$ cat config.mk
export PLATFORM = sky130hd
export DESIGN_NAME = irq_dist_ctrl_regs
export DESIGN_NICKNAME = d
export VERILOG_FILES = /design/src/rtl/irq_dist_ctrl_regs.sv
export SDC_FILE = /design/constraint.sdc
export NUM_CORES = 1
export LEC_CHECK = 0
export BUFFER_PORTS_ARGS = -buffer_cell sky130_fd_sc_hd__buf_2
export CORE_ASPECT_RATIO = 0.9
export CORE_MARGIN = 10
export CORE_UTILIZATION = 25
export DETAILED_ROUTE_END_ITERATION = 7
export GPL_TIMING_DRIVEN = 0
export PLACE_DENSITY = 0.77
export SETUP_SLACK_MARGIN = 0.15
export SLEW_MARGIN = 20
export SYNTH_ARGS = -nofsm -noshare
export SYNTH_HDL_FRONTEND = slang
export SYNTH_SLANG_ARGS = --single-unit
$ cat constraint.sdc
create_clock -name clk -period 1.16 [get_ports clk]
set_clock_uncertainty 0.1 [all_clocks]
set_input_delay 0.058 -clock clk [delete_from_list [all_inputs] [get_ports clk]]
set_output_delay 0.058 -clock clk [all_outputs]
set_load 0.02 [all_outputs]
$ cat src/rtl/irq_dist_ctrl_regs.sv
module irq_dist_ctrl_regs #(
  parameter int ADDR_W      = 12,
  parameter int NUM_SHARED  = 96,
  parameter int NUM_CPUS    = 4,
  parameter logic [7:0]  PRODUCT_ID  = 8'h4B,
  parameter logic [3:0]  REVISION    = 4'h2,
  parameter logic [11:0] IMPLEMENTER = 12'h43B
) (
  input  logic              clk,
  input  logic              rst_n,
  input  logic              req_valid,
  input  logic              req_write,
  input  logic [ADDR_W-1:0] req_addr,
  input  logic [31:0]       req_wdata,
  output logic              rd_valid,
  output logic [31:0]       rd_data,
  output logic              fwd_enable,
  output logic              wake_pulse
);
  localparam int TOTAL_IRQ = NUM_SHARED + 32;
  localparam logic [4:0] LINES_FIELD = 5'((TOTAL_IRQ / 32) - 1);
  localparam logic [2:0] CPUS_FIELD  = 3'(NUM_CPUS - 1);
  localparam logic [31:0] TYPE_WORD  = {24'h0, CPUS_FIELD, LINES_FIELD};
  localparam logic [31:0] IDENT_WORD = {PRODUCT_ID, 8'h00, REVISION, IMPLEMENTER};

  logic [1:0]  sel;
  logic        rd_strobe;
  logic        ctrl_wr;
  logic [31:0] rd_mux;

  assign sel       = req_addr[3:2];
  assign rd_strobe = req_valid && !req_write;
  assign ctrl_wr   = req_valid && req_write && (sel == 2'd0);

  always_comb begin
    case (sel)
      2'd0:    rd_mux = {31'h0, fwd_enable};
      2'd1:    rd_mux = TYPE_WORD;
      2'd2:    rd_mux = IDENT_WORD;
      default: rd_mux = 32'h0;
    endcase
  end

  always_ff @(posedge clk or negedge rst_n) begin
    if (!rst_n) begin
      fwd_enable <= 1'b0;
      wake_pulse <= 1'b0;
      rd_valid   <= 1'b0;
      rd_data    <= 32'h0;
    end else begin
      if (ctrl_wr) fwd_enable <= req_wdata[0];
      wake_pulse <= ctrl_wr && req_wdata[0] && !fwd_enable;
      rd_valid   <= rd_strobe;
      rd_data    <= rd_strobe ? rd_mux : 32'h0;
    end
  end
endmodule


==> flow_summary.ini <==
[synthesis]
synth_seq_cells = 7
syn_inst = 51
synthDistinctLibCells = 12
yosysSeqAreaShare = 0.3406
synthTopCellsByCount = 28 x buf_4, 7 x dfrtp_1, 4 x ha_1, 3 x and2_1, 2 x inv_1
syn_area_um2 = 514.2
yosysMostFrequentCell = buf_4
synth_area_leaders = buf_4 41%, dfrtp_1 34%, ha_1 9.7%
synth.yosys.warnings = 0
synth_top_area_frac = 0.4088
synth_area_per_cell_um2 = 10.08
synth_edf_count = 0
async_flop_share = 1.000
yosysTopAreaCell = buf_4
ys.flop_type = dfrtp_1

[critical_path]
worstSetupPathType = flip-flop to output port
critPathRequiredTime_ns = 1.00
endpoint_kind = output port
reg2reg_slack_ns = 0.26
cp_max_fo = 8
crit_arrival_ns = 0.96
crit_path_start_kind = flip-flop

[grt]
grt_use_met2 = 0.1115
grt_pass1_vias = 403
grt_pass1_wl_um = 1869
gr-total-overflow = 0
antenna_found_initial = 0
grtUsageTotal = 0.05766
met3_usage = 0.02509
met1_usage = 0.03904
grt_max_degree = 9
busiest_layer = met2

[sta]
timing.final.crit_share = 0.9607
whs_ns = 0.01884
rsz0062_at_grt = yes
fmax_ghz = 0.8973
tns_ns = 0
slew_viol_final = 0
finalHoldViolations = 0
min_period_ns = 1.114
setup_viol = 0
setup_slack_ns = 0.04555

[clocking]
cts_sinks = 7
clkSlewWorstSetupHoldPaths_ns = 0.05
numCtsBuffers = 3
post_cts_buffers = 0
tritoncts = done
insertion_delay_ns = 0.24
clockBufferDepth = 2
cts-htree-levels = 1
clockRootBuffer = clkbuf_4

[run_status]
outcome = finished, final reports clean

[final_layout]
design_area_um2 = 825.8
final_util = 0.4272
fin_cells = 122
nNetsFinal = 150
antenna_cells = 0
syn_to_final_growth_pct = 60.58
drive_above_1_share = 0.5670

[floorplanning]
dieWidth_um = 67.81
pin_count = 83
start_util = 0.2660
die-area_mm2 = 0.004273
core_area_mm2 = 0.001933
core.rowCount = 15
die_y_um = 63.03

[placement]
dpl_worst_slack_ns = 0.03747
placedInstanceArea_um2 = 721.9
dp.cells = 116
port_buffers = 21
place_congestion = 0.7241
hpwl_um = 1047

[detailed_routing]
routed_wl_um = 1300
num_vias = 407
ant_nets = 0
drt_iter0_markers = 7
drtPass1Iterations = 2
drc = 0
wl_per_cell_um = 10.66
via_per_inst = 3.336

[run]
cap_violations = 0

[worst_hold_path]
hold_class = primary input to flip-flop

[power_and_ir_drop]
p_leak_nw = 0.5082
finalPower_mw = 0.7286
vdd_drop_max_uv = 318.7
powerDensity_mw_per_mm2 = 882.2
metal layers:
layer  vias up  share of wire
li1        202              -
met1       176           0.29
met2        27           0.53
met3         2           0.17
met4         0          0.016
met5         -              0
final cells by class:
class	count	area, um2
buffer	28	214.0
timing repair buffer	23	177.7
sequential	7	176.4
inverter	2	7.507
multi-input combinational	33	192.7
tap	25	31.28
fill	192	1107
clock buffer	4	26.28
timing repair:
item	in CTS	in global routing
endpoints found under the hold margin	9	0
gates resized for setup	18	1
endpoints found under the setup margin	9	9
hold buffers	2	0
worst max-delay path, stage by stage, from the launching register on:
cell and delay (ns):
dfrtp_2 0.45, buf_4 0.15, buf_6 0.12
registers in the layout (all words and copies together), names as in the netlist:
name	count
wake_pulse	1
rd_data	4
rd_valid	1
fwd_enable	1
logic make-up (layout without fill, tap and decap cells):
| kind of cell | after synthesis | count (layout) | synth area share |
|---|---|---|---|
| AOI/OAI and AO/OA | 1 | 1 | 0.009723 |
| muxes | 1 | 1 | 0.02190 |
| and+or+nand+nor | 7 | 7 | 0.09976 |
| adders and majority gates | 4 | 4 | 0.09733 |
| DFF | 7 | 7 | 0.3406 |
| buffers and inverters | 30 | 57 | 0.4234 |
| other | 1 | 20 | 0.007292 |
power by group:
part	leakage (nW)	switching [mW]	total (mW)	internal [mW]
Clock	0.0150	0.0779	0.208	0.130
Combinational	0.402	0.138	0.247	0.109
Sequential	0.0917	0.0126	0.273	0.260
final timing paths:
kind	startpoint	end	depth (start not counted)
worst max-delay path	rd_data[27]	rd_data[25]	2
min in group asynchronous	rst_n	rd_data[5]	2
worst max register to register	fwd_enable	fwd_enable	1
worst min-delay path	req_valid	wake_pulse	3
max in group asynchronous	rst_n	rd_data[27]	2
worst min register to register	fwd_enable	wake_pulse	1
layout by cell type, fill, tap and decap left out:
| cell type | count |
|---|---|
| and2b_1 | 1 |
| mux2_2 | 1 |
| clkbuf_4 | 3 |
| inv_1 | 2 |
| dlygate4sd3_1 | 2 |
| buf_2 | 12 |
| buf_6 | 9 |
| a21oi_1 | 1 |
| clkbuf_1 | 1 |
| nor3b_2 | 1 |
| ha_1 | 4 |
| conb_1 | 20 |
| nor3b_1 | 1 |
| nand3_1 | 1 |
| dfrtp_1 | 6 |
| and2_1 | 3 |
| buf_4 | 28 |
| dfrtp_2 | 1 |
Power figures use the tool's default switching activity.
